--- src/rtl/hdt_pkg.sv ---
// Package: shared encodings for the hypervisor debug trap control block.
// Assumes: request categories fit in 3 bits and exception levels in 2 bits.
package hdt_pkg;
    typedef enum logic [1:0] {
        LVL_0 = 2'd0,
        LVL_1 = 2'd1,
        LVL_2 = 2'd2,
        LVL_3 = 2'd3
    } hdt_level_e;

    typedef enum logic [2:0] {
        CAT_ROM  = 3'd0,
        CAT_OS   = 3'd1,
        CAT_DBG  = 3'd2,
        CAT_PM   = 3'd3,
        CAT_PMC  = 3'd4,
        CAT_EXC  = 3'd5,
        CAT_NA6  = 3'd6,
        CAT_NA7  = 3'd7
    } hdt_cat_e;

    localparam int CAT_W        = 3;
    localparam int NUM_CAT      = 1 << CAT_W;

    localparam int BIT_TRAP_ROM = 11;
    localparam int BIT_TRAP_OS  = 10;
    localparam int BIT_TRAP_DBG = 9;
    localparam int BIT_TRAP_EXC = 8;
    localparam int BIT_HPC_EN   = 7;
    localparam int BIT_TRAP_PM  = 6;
    localparam int BIT_TRAP_PMC = 5;
    localparam int PMN_LSB      = 0;
endpackage

--- src/rtl/hdt_access_gate.sv ---
// Module: decides whether a system-register access is permitted and
// produces the registered one-cycle undefined-access pulse.
// Assumes: EL2 is always permitted; EL3 only when its non-secure flag is set.
module hdt_access_gate
    import hdt_pkg::*;
(
    input  logic       clk,
    input  logic       rst_n,
    input  logic       wr_en,
    input  logic       rd_en,
    input  logic [1:0] lvl,
    input  logic       ns,
    output logic       wr_ok,
    output logic       rd_ok,
    output logic       undef_q
);
    logic permitted;
    logic refused;

    // Level check for the register port.
    always_comb begin
        permitted = (lvl == LVL_2) || ((lvl == LVL_3) && ns);
        wr_ok     = wr_en && permitted;
        rd_ok     = rd_en && permitted;
        refused   = (wr_en || rd_en) && !permitted;
    end

    // One-cycle pulse after a refused attempt.
    always_ff @(posedge clk) begin
        if (!rst_n) undef_q <= 1'b0;
        else        undef_q <= refused;
    end
endmodule

--- src/rtl/hdt_cfg_reg.sv ---
// Module: storage for the configuration word. Only the low IMPL_W bits
// hold state; the bits above are constant zero and drop writes.
// Assumes: RST_VAL bits at or above IMPL_W are zero.
module hdt_cfg_reg #(
    parameter int          DATA_W  = 32,
    parameter int          IMPL_W  = 12,
    parameter logic [31:0] RST_VAL = 32'h6
) (
    input  logic              clk,
    input  logic              rst_n,
    input  logic              wr_ok,
    input  logic [IMPL_W-1:0] wdata,
    output logic [DATA_W-1:0] cfg_q
);
    genvar g;
    generate
        for (g = 0; g < DATA_W; g++) begin : g_bit
            if (g < IMPL_W) begin : g_impl
                // Implemented bit: loads on a permitted write.
                always_ff @(posedge clk) begin
                    if (!rst_n)     cfg_q[g] <= RST_VAL[g];
                    else if (wr_ok) cfg_q[g] <= wdata[g];
                end
            end else begin : g_rsvd
                assign cfg_q[g] = 1'b0;
            end
        end
    endgenerate
endmodule

--- src/rtl/hdt_trap_eval.sv ---
// Module: combinational trap decision from the stored word, the guest
// flag and a classified request.
// Assumes: category codes follow hdt_cat_e; unused codes never trap.
module hdt_trap_eval
    import hdt_pkg::*;
#(
    parameter int DATA_W = 32
) (
    input  logic [DATA_W-1:0] cfg,
    input  logic              guest_trap,
    input  logic              req_valid,
    input  logic [1:0]        req_lvl,
    input  logic              req_ns,
    input  logic [CAT_W-1:0]  req_cat,
    output logic              trap
);
    logic               exc_eff;
    logic [NUM_CAT-1:0] cat_en;
    logic               lower_lvl;
    logic               is_exc;

    // Effective debug-exception trap, forced by the guest flag.
    assign exc_eff = cfg[BIT_TRAP_EXC] | guest_trap;

    genvar c;
    generate
        for (c = 0; c < NUM_CAT; c++) begin : g_cat
            if (c == int'(CAT_ROM)) begin : g_rom
                assign cat_en[c] = cfg[BIT_TRAP_ROM] | exc_eff;
            end else if (c == int'(CAT_OS)) begin : g_os
                assign cat_en[c] = cfg[BIT_TRAP_OS] | exc_eff;
            end else if (c == int'(CAT_DBG)) begin : g_dbg
                assign cat_en[c] = cfg[BIT_TRAP_DBG] | exc_eff;
            end else if (c == int'(CAT_PM)) begin : g_pm
                assign cat_en[c] = cfg[BIT_TRAP_PM];
            end else if (c == int'(CAT_PMC)) begin : g_pmc
                assign cat_en[c] = cfg[BIT_TRAP_PMC];
            end else if (c == int'(CAT_EXC)) begin : g_exc
                assign cat_en[c] = exc_eff;
            end else begin : g_none
                assign cat_en[c] = 1'b0;
            end
        end
    endgenerate

    // Level qualification: register accesses from EL0/EL1 only; exceptions at any level.
    always_comb begin
        lower_lvl = (req_lvl == LVL_0) || (req_lvl == LVL_1);
        is_exc    = (req_cat == CAT_EXC);
        trap      = req_valid && req_ns && cat_en[req_cat] && (is_exc || lower_lvl);
    end
endmodule

--- src/rtl/hyp_dbg_trap_ctrl.sv ---
// Module: top of the hypervisor debug trap control block. Joins the
// access gate, the configuration storage and the trap evaluator.
// Assumes: read data is valid only while a permitted read is strobed.
module hyp_dbg_trap_ctrl
    import hdt_pkg::*;
#(
    parameter int DATA_W    = 32,
    parameter int IMPL_W    = 12,
    parameter int PMN_RESET = 6
) (
    input  logic              clk,
    input  logic              rst_n,
    input  logic              sr_wr_en,
    input  logic              sr_rd_en,
    input  logic [1:0]        sr_el,
    input  logic              sr_ns,
    input  logic [DATA_W-1:0] sr_wdata,
    output logic [DATA_W-1:0] sr_rdata,
    output logic              sr_undef,
    input  logic              req_valid,
    input  logic [1:0]        req_el,
    input  logic              req_ns,
    input  logic [CAT_W-1:0]  req_cat,
    input  logic              guest_trap,
    output logic              trap
);
    localparam logic [31:0] RST_VAL = 32'(PMN_RESET);

    logic              wr_ok;
    logic              rd_ok;
    logic [DATA_W-1:0] cfg_q;

    hdt_access_gate u_gate (
        .clk     (clk),
        .rst_n   (rst_n),
        .wr_en   (sr_wr_en),
        .rd_en   (sr_rd_en),
        .lvl     (sr_el),
        .ns      (sr_ns),
        .wr_ok   (wr_ok),
        .rd_ok   (rd_ok),
        .undef_q (sr_undef)
    );

    hdt_cfg_reg #(
        .DATA_W  (DATA_W),
        .IMPL_W  (IMPL_W),
        .RST_VAL (RST_VAL)
    ) u_cfg (
        .clk   (clk),
        .rst_n (rst_n),
        .wr_ok (wr_ok),
        .wdata (sr_wdata[IMPL_W-1:0]),
        .cfg_q (cfg_q)
    );

    hdt_trap_eval #(
        .DATA_W (DATA_W)
    ) u_eval (
        .cfg        (cfg_q),
        .guest_trap (guest_trap),
        .req_valid  (req_valid),
        .req_lvl    (req_el),
        .req_ns     (req_ns),
        .req_cat    (req_cat),
        .trap       (trap)
    );

    // Read mux: stored bits on a permitted read, zero otherwise.
    assign sr_rdata = rd_ok ? cfg_q : '0;
endmodule

--- config.mk ---
export PLATFORM = sky130hd
export DESIGN_NAME = hyp_dbg_trap_ctrl
export DESIGN_NICKNAME = d
export VERILOG_FILES = /design/src/rtl/hdt_pkg.sv /design/src/rtl/hdt_access_gate.sv /design/src/rtl/hdt_cfg_reg.sv /design/src/rtl/hdt_trap_eval.sv /design/src/rtl/hyp_dbg_trap_ctrl.sv
export SDC_FILE = /design/constraint.sdc
export NUM_CORES = 1
export LEC_CHECK = 0
export ABC_AREA = 1
export ABC_CLOCK_PERIOD_IN_PS = 1000
export BUFFER_PORTS_ARGS = -buffer_cell sky130_fd_sc_hd__buf_2
export CELL_PAD_IN_SITES_DETAIL_PLACEMENT = 1
export CELL_PAD_IN_SITES_GLOBAL_PLACEMENT = 1
export CORE_UTILIZATION = 22
export DETAILED_ROUTE_END_ITERATION = 12
export GPL_TIMING_DRIVEN = 0
export PLACE_DENSITY_LB_ADDON = 0.1
export SETUP_SLACK_MARGIN = 0.3
export SYNTH_ARGS = -nofsm -noshare
export SYNTH_HDL_FRONTEND = slang
export SYNTH_SLANG_ARGS = --single-unit
--- constraint.sdc ---
create_clock -name clk -period 1 [get_ports clk]
set_input_delay 0.1 -clock clk [delete_from_list [all_inputs] [get_ports clk]]
set_output_delay 0.1 -clock clk [all_outputs]
set_load 0.005 [all_outputs]
# [Word level (Yosys, flattened, before mapping)]
# Cells that the tools add are included.
[word_totals] mem_bits_rw=0 input_bits=47 latchBits=0 reg_bits=13 elab_cells=38 rom_bits=0 mem_count=0
[classes] n_reduce_logical=13 bitwise_logic=4 n_eq_ne=4 n_div=0 n_mul=0 shifts=0 addsub=0 n_mux=3 magnitude_cmp=1
[ops] operator="12-bit two-way mux" n=1
[ops] operator="1-bit logical AND" n=7
[ops] operator="2-bit equality test (second input constant)" n=2
[ops] operator="1-bit logical OR" n=4
[ops] operator="3-bit by 4-bit < comparator with 1-bit output (second input constant)" n=1
[ops] operator="1-bit OR" n=4
[ops] operator="1-bit binary-select mux with 3-bit select" n=1
[ops] operator="3-bit equality test (second input constant)" n=1
[ops] operator="2-bit by 1-bit equality test with 1-bit output (second input constant)" n=1
[ops] operator="2-bit zero test" n=1
[ops] operator="1-bit zero test" n=1
[ops] operator="1-bit two-way mux" n=1

# [Logic depth before layout (Yosys ltp)]
[depth] depth_word=6 depth_mapped=7 depth_no_buf=7

# [Modules after synthesis]
# A second synthesis with hierarchy kept.
[unflattened] cells_unflattened=200 hier_area_um2=1089.8
[modules_own_cells] mod="hdt_cfg_reg" seq_area_each_um2=240.2 area_each_um2=643.1 n_inst=1 cells_each=93
[modules_own_cells] mod="hyp_dbg_trap_ctrl" seq_area_each_um2=0.0 area_each_um2=274.0 n_inst=1 cells_each=67
[modules_own_cells] mod="hdt_trap_eval" seq_area_each_um2=0.0 area_each_um2=101.3 n_inst=1 cells_each=26
[modules_own_cells] mod="hdt_access_gate" seq_area_each_um2=20.0 area_each_um2=71.3 n_inst=1 cells_each=14

# [Worst setup path after synthesis]
# No wires, ideal clock.
[synth_path] path_kind="flip-flop to output port" startpoint="reg u_cfg.cfg_q[8]" endpoint="out trap" path_buffers=0 setup_slack_ps=160 path_stages_with_launch=7 t_arrival_ps=740 cell_sequence="dfxtp_1 > nor2_1 > nand3_1 > nand2_1 > inv_1 > nor2_1 > nor2_1"
[synth_via] elab_chain_cells=6
[synth_lines] item="start, declared" line="hdt_cfg_reg.sv:13" rtl="output logic [DATA_W-1:0] cfg_q"
[synth_lines] item="start signal, assigned by index" line="hdt_cfg_reg.sv:21" rtl="if (!rst_n) cfg_q[g] <= RST_VAL[g];"
[synth_lines] item="start signal, assigned by index" line="hdt_cfg_reg.sv:22" rtl="else if (wr_ok) cfg_q[g] <= wdata[g];"
[synth_lines] item="1-bit OR *" line="hdt_trap_eval.sv:23" rtl="assign exc_eff = cfg[BIT_TRAP_EXC] | guest_trap;"
[synth_lines] item="1-bit OR (on tied branches)" line="hdt_trap_eval.sv:29, hdt_trap_eval.sv:31, hdt_trap_eval.sv:33"
[synth_lines] item="1-bit binary-select mux with 3-bit select *" line="hdt_trap_eval.sv:50" rtl="trap = req_valid && req_ns && cat_en[req_cat] && (is_exc || lower_lvl);"
[synth_lines] item="1-bit two-way mux (not written as such) *" line="hdt_trap_eval.sv:50"
[synth_lines] item="1-bit logical AND * (2 in series)" line="hdt_trap_eval.sv:50"
[synth_lines] item="end, declared" line="hyp_dbg_trap_ctrl.sv:25" rtl="output logic trap"
# Every way passes the cells marked *; elsewhere a longest branch is shown, timed or not. The select of a mux whose other input is x is not followed.

# [Worst setup path after layout]
# Same ends and word-level chain as after synthesis.

==> summary.txt <==
Die
  • Std-Cell Core Area: around 3700 um2
  • Standard-cell row count: 22
  • Die boundary width: between 60 and 70 um
  • Die area: slightly above 4000 um2
  • Initial cell density of the core: between 20 and 25%
  • Count of pins on the block boundary: 81
  • Vertical die dimension: approximately 64 um

STA
  • Setup repair after global routing missed its margin: yes
  • Largest clock skew in the final design: 0 ns
  • Number of hold violations in the final report: 0
  • Post-route minimum period: around 1.2 ns
  • Number of max-slew violations in the final report: 0
  • Final setup violation count: 1
  • Final worst setup slack: -0.1830 ns
  • Share of the clock period used by the worst path: 118.3%
  • Highest clock rate: around 850 MHz

Clocking
  • Clock Pin Slew Worst Setup and Hold Paths: 0.06 ns
  • Clock latency reported for the late side of the worst-skew pair: approximately 0.24 ns
  • Master cell of the clock root buffer: sky130_fd_sc_hd__clkbuf_8
  • Num Clock Sinks: 13
  • Buffers from clock root to sink, at most: 2
  • TritonCTS buffer count: 3
  • CTS hold repair buffers: 0
  • H-Tree Depth: 1
  • TritonCTS clock tree: done

Global route
  • Global-route total usage across every layer: 13.81%
  • Wire length of the first global-routing pass: 4.347 mm
  • Maximum number of pins on one net before global-route repair: 11
  • Vias in the first global route: 977
  • GRT Max-Usage Layer: met2
  • Met3 track utilization from global routing: 2.143%
  • Global Route met2 Usage: between 20% and 30%
  • Global-route track usage on met1: 15.94%
  • Total gr overflow: 0
  • Initial antenna violation count: 0

Synthesis
  • Commonest cells in the netlist: sky130_fd_sc_hd__nor2_1, sky130_fd_sc_hd__nand2_1, sky130_fd_sc_hd__buf_4
  • Synth top area share: between 30 and 40%
  • Yosys top cell by area: sky130_fd_sc_hd__dfxtp_1
  • Flip-flop and latch count after synthesis: 13
  • Post-Synthesis Cells: 139
  • Library cells used by synthesis: 13
  • Average instance area after synthesis: 6.130 um2
  • Portion of the post-synthesis area used by sequential elements: between 30% and 40%
  • Main area contributors after synthesis: sky130_fd_sc_hd__dfxtp_1, sky130_fd_sc_hd__buf_4, sky130_fd_sc_hd__nor2_1
  • Asr flop ratio synth: 0%
  • Most used flip-flop cell after synthesis: sky130_fd_sc_hd__dfxtp_1
  • Post-synth EDFFs: 0
  • Post-Synthesis Cell Area: 852.1 um2
  • Yosys warning count: 0
  • Library cell with the highest instance count after synthesis: sky130_fd_sc_hd__nor2_1

Critical path
  • Data required time of the critical path: ~0.90 ns
  • Critical path's top delay family: simple AND/OR/NAND/NOR gates
  • Buffers plus inverters on the worst setup path: 2
  • Critical path fanouts, max: 3
  • Crit path arrival time: between 1 and 1.5 ns
  • Critical path, cell by cell: nor2_4, nand3_2, nand2_1, inv_2, nor2_2, nor2_1, buf_2
  • Launching element type of the critical path: register
  • Kind of capture point of the worst setup path: primary output
  • Type of the setup path with the least slack: register to primary output
  • Critical Path Slowest Stage Cell: sky130_fd_sc_hd__dfxtp_2
  • Maximum single-stage delay on the critical path: around 0.33 ns

Routing
  • Routed length per instance: a little over 10 um
  • Length of the first detailed-routing pass in iterations: 4
  • Overall via count from detail_route: 996
  • Remaining design rule violation count: 0
  • Via density per instance: around 3.9
  • Number of nets still failing antenna checks after routing: 0
  • Routed WL: ~2.7 mm
  • DR iter-0 viols: 14

Final layout
  • Fraction of layout cells with a size suffix above 1: 68.10%
  • Multi-input gate area: about 660 um2
  • # nets final: around 260
  • Combined flip-flop and latch cell area: roughly 280 um2
  • Area growth syn-to-layout: 96.77%
  • Count of inserted antenna diode cells: 0
  • Fill cell instance count of the final layout: just under 500
  • Final Instance Count excl. Fillers: 258

Placement
  • Number of placed instances, taps included: 245
  • Number of port buffers: 39
  • Worst Setup Slack post-DPL: -0.04928 ns
  • Post-DP HPWL: roughly 1.8 mm
  • Routability-driven placement congestion ratio: roughly 0.73

Power
  • Total power density per cell area: roughly 950 nW/um2
  • Sw Share: slightly above 30%
  • Relative contribution of combinational cells to total power: 33.2%
  • Net load switching power: between 400 and 500 uW
  • Design internal power: 1.106 mW
  • Leak: 0.8874 nW
  • Power share of the sequential group: a little over a third
  • Max VDD drop: approximately 0.45 mV
  • Proportion of power drawn by the clock network: approximately 30%

Run status
  • Status: finished, violations left
  • Violations in the final reports: negative setup slack

Worst hold path
  • Worst Hold Class: primary input to register

Job
  • Max-cap violations: 0
[state kept, by name, summed over array words and instances, names as in the netlist]
| register | count |
|---|---|
| u_gate.undef_q | 1 |
| u_cfg.cfg_q | 12 |
[power groups by stage]
stage          sequential (mW)  combinational, mW  clock (mW)
2_1_floorplan            0.574              0.252           0
3_3_place_gp             0.576              0.352           0
3_5_place_dp             0.577              0.361           0
4_1_cts                  0.577              0.490       0.493
5_1_grt                  0.581              0.580       0.519
6_report                 0.578              0.528       0.485
[worst register-to-register path: stages, from the launching register on]
cell,delay (ns)
sky130_fd_sc_hd__dfxtp_2,0.33
sky130_fd_sc_hd__inv_1,0.13
sky130_fd_sc_hd__nand2_2,0.06
sky130_fd_sc_hd__nand2_1,0.05
sky130_fd_sc_hd__nor2_1,0.04
[final cells by class]
class                      count  area share [%]
multi-input combinational    103           39.18
timing repair buffer          48           21.57
sequential                    13           16.42
buffer                        24           12.24
inverter                      18           4.328
tap                           48           3.582
clock buffer                   4           2.687
[layer usage]
metal,wire (um),up-vias,part of all wire (%)
met5,0,-,0
met4,31,0,1.2
met3,162,4,6.1
li1,-,507,-
met1,1103,447,41
met2,1372,38,51
[cells in the final DEF, fill, tap and decap left out]
master,netlist,final
sky130_fd_sc_hd__nor2_2,0,9
sky130_fd_sc_hd__a21oi_1,2,1
sky130_fd_sc_hd__nor2_4,0,15
sky130_fd_sc_hd__nand2_1,36,20
sky130_fd_sc_hd__dfxtp_1,13,3
sky130_fd_sc_hd__nand2_2,0,9
sky130_fd_sc_hd__buf_2,3,38
sky130_fd_sc_hd__inv_6,0,1
sky130_fd_sc_hd__clkbuf_1,0,1
sky130_fd_sc_hd__nor2_1,37,13
sky130_fd_sc_hd__a21boi_4,1,1
sky130_fd_sc_hd__a21oi_2,0,1
sky130_fd_sc_hd__nand2_4,1,7
sky130_fd_sc_hd__nand3_1,5,2
sky130_fd_sc_hd__buf_6,1,7
sky130_fd_sc_hd__o21ai_0,1,1
sky130_fd_sc_hd__inv_1,18,6
sky130_fd_sc_hd__buf_16,0,3
sky130_fd_sc_hd__nand3_2,0,3
sky130_fd_sc_hd__nand2_8,0,1
sky130_fd_sc_hd__dfxtp_2,0,9
sky130_fd_sc_hd__dfxtp_4,0,1
sky130_fd_sc_hd__buf_8,0,3
sky130_fd_sc_hd__buf_12,0,1
sky130_fd_sc_hd__buf_4,20,20
sky130_fd_sc_hd__conb_1,1,20
sky130_fd_sc_hd__inv_2,0,11
sky130_fd_sc_hd__clkbuf_8,0,3
[worst paths after layout]
check                              startpoint                          end  slack, ns  cells past startpoint
setup / recovery  u_cfg.cfg_q[8]$_SDFFE_PN0P_                         trap      -0.18                      7
hold / removal                    sr_wdata[2]  u_cfg.cfg_q[2]$_SDFFE_PN1P_       0.08                      3
setup reg to reg  u_cfg.cfg_q[8]$_SDFFE_PN0P_  u_cfg.cfg_q[8]$_SDFFE_PN0P_       0.29                      4
hold reg to reg   u_cfg.cfg_q[1]$_SDFFE_PN1P_  u_cfg.cfg_q[1]$_SDFFE_PN1P_       0.48                      2
[logic make-up after synthesis]
kind of cell | share of synthesized area (%)
AND/OR/NAND/NOR | 36.42
buffers and inverters | 28.63
flip-flops | 30.54
AO/OA/AOI/OAI | 3.964
other | 0.4401
[what timing repair did]
item	4_1_cts	5_1_grt
endpoints found under the setup margin	24	26
setup buffers	5	1
pin swaps	9	7
gates resized for setup	62	21
endpoints found under the hold margin	0	0
cloned	3	0
[per-stage QoR]
stage	util (%)	hold slack (ns)	power [mW]	setup TNS (ns)	area (um2)
2_1_floorplan	-	0.2205	0.8263	0	1025
3_3_place_gp	34.70	0.3139	0.9275	-0.1399	1280
3_5_place_dp	34.70	0.3233	0.9380	-0.3943	1280
4_1_cts	43.39	0.07080	1.560	-0.2330	1600
5_1_grt	45.45	0.08249	1.680	-0.3138	1677
6_report	45.45	0.07743	1.591	-0.1830	1677
(Power assumes the default switching activity.)
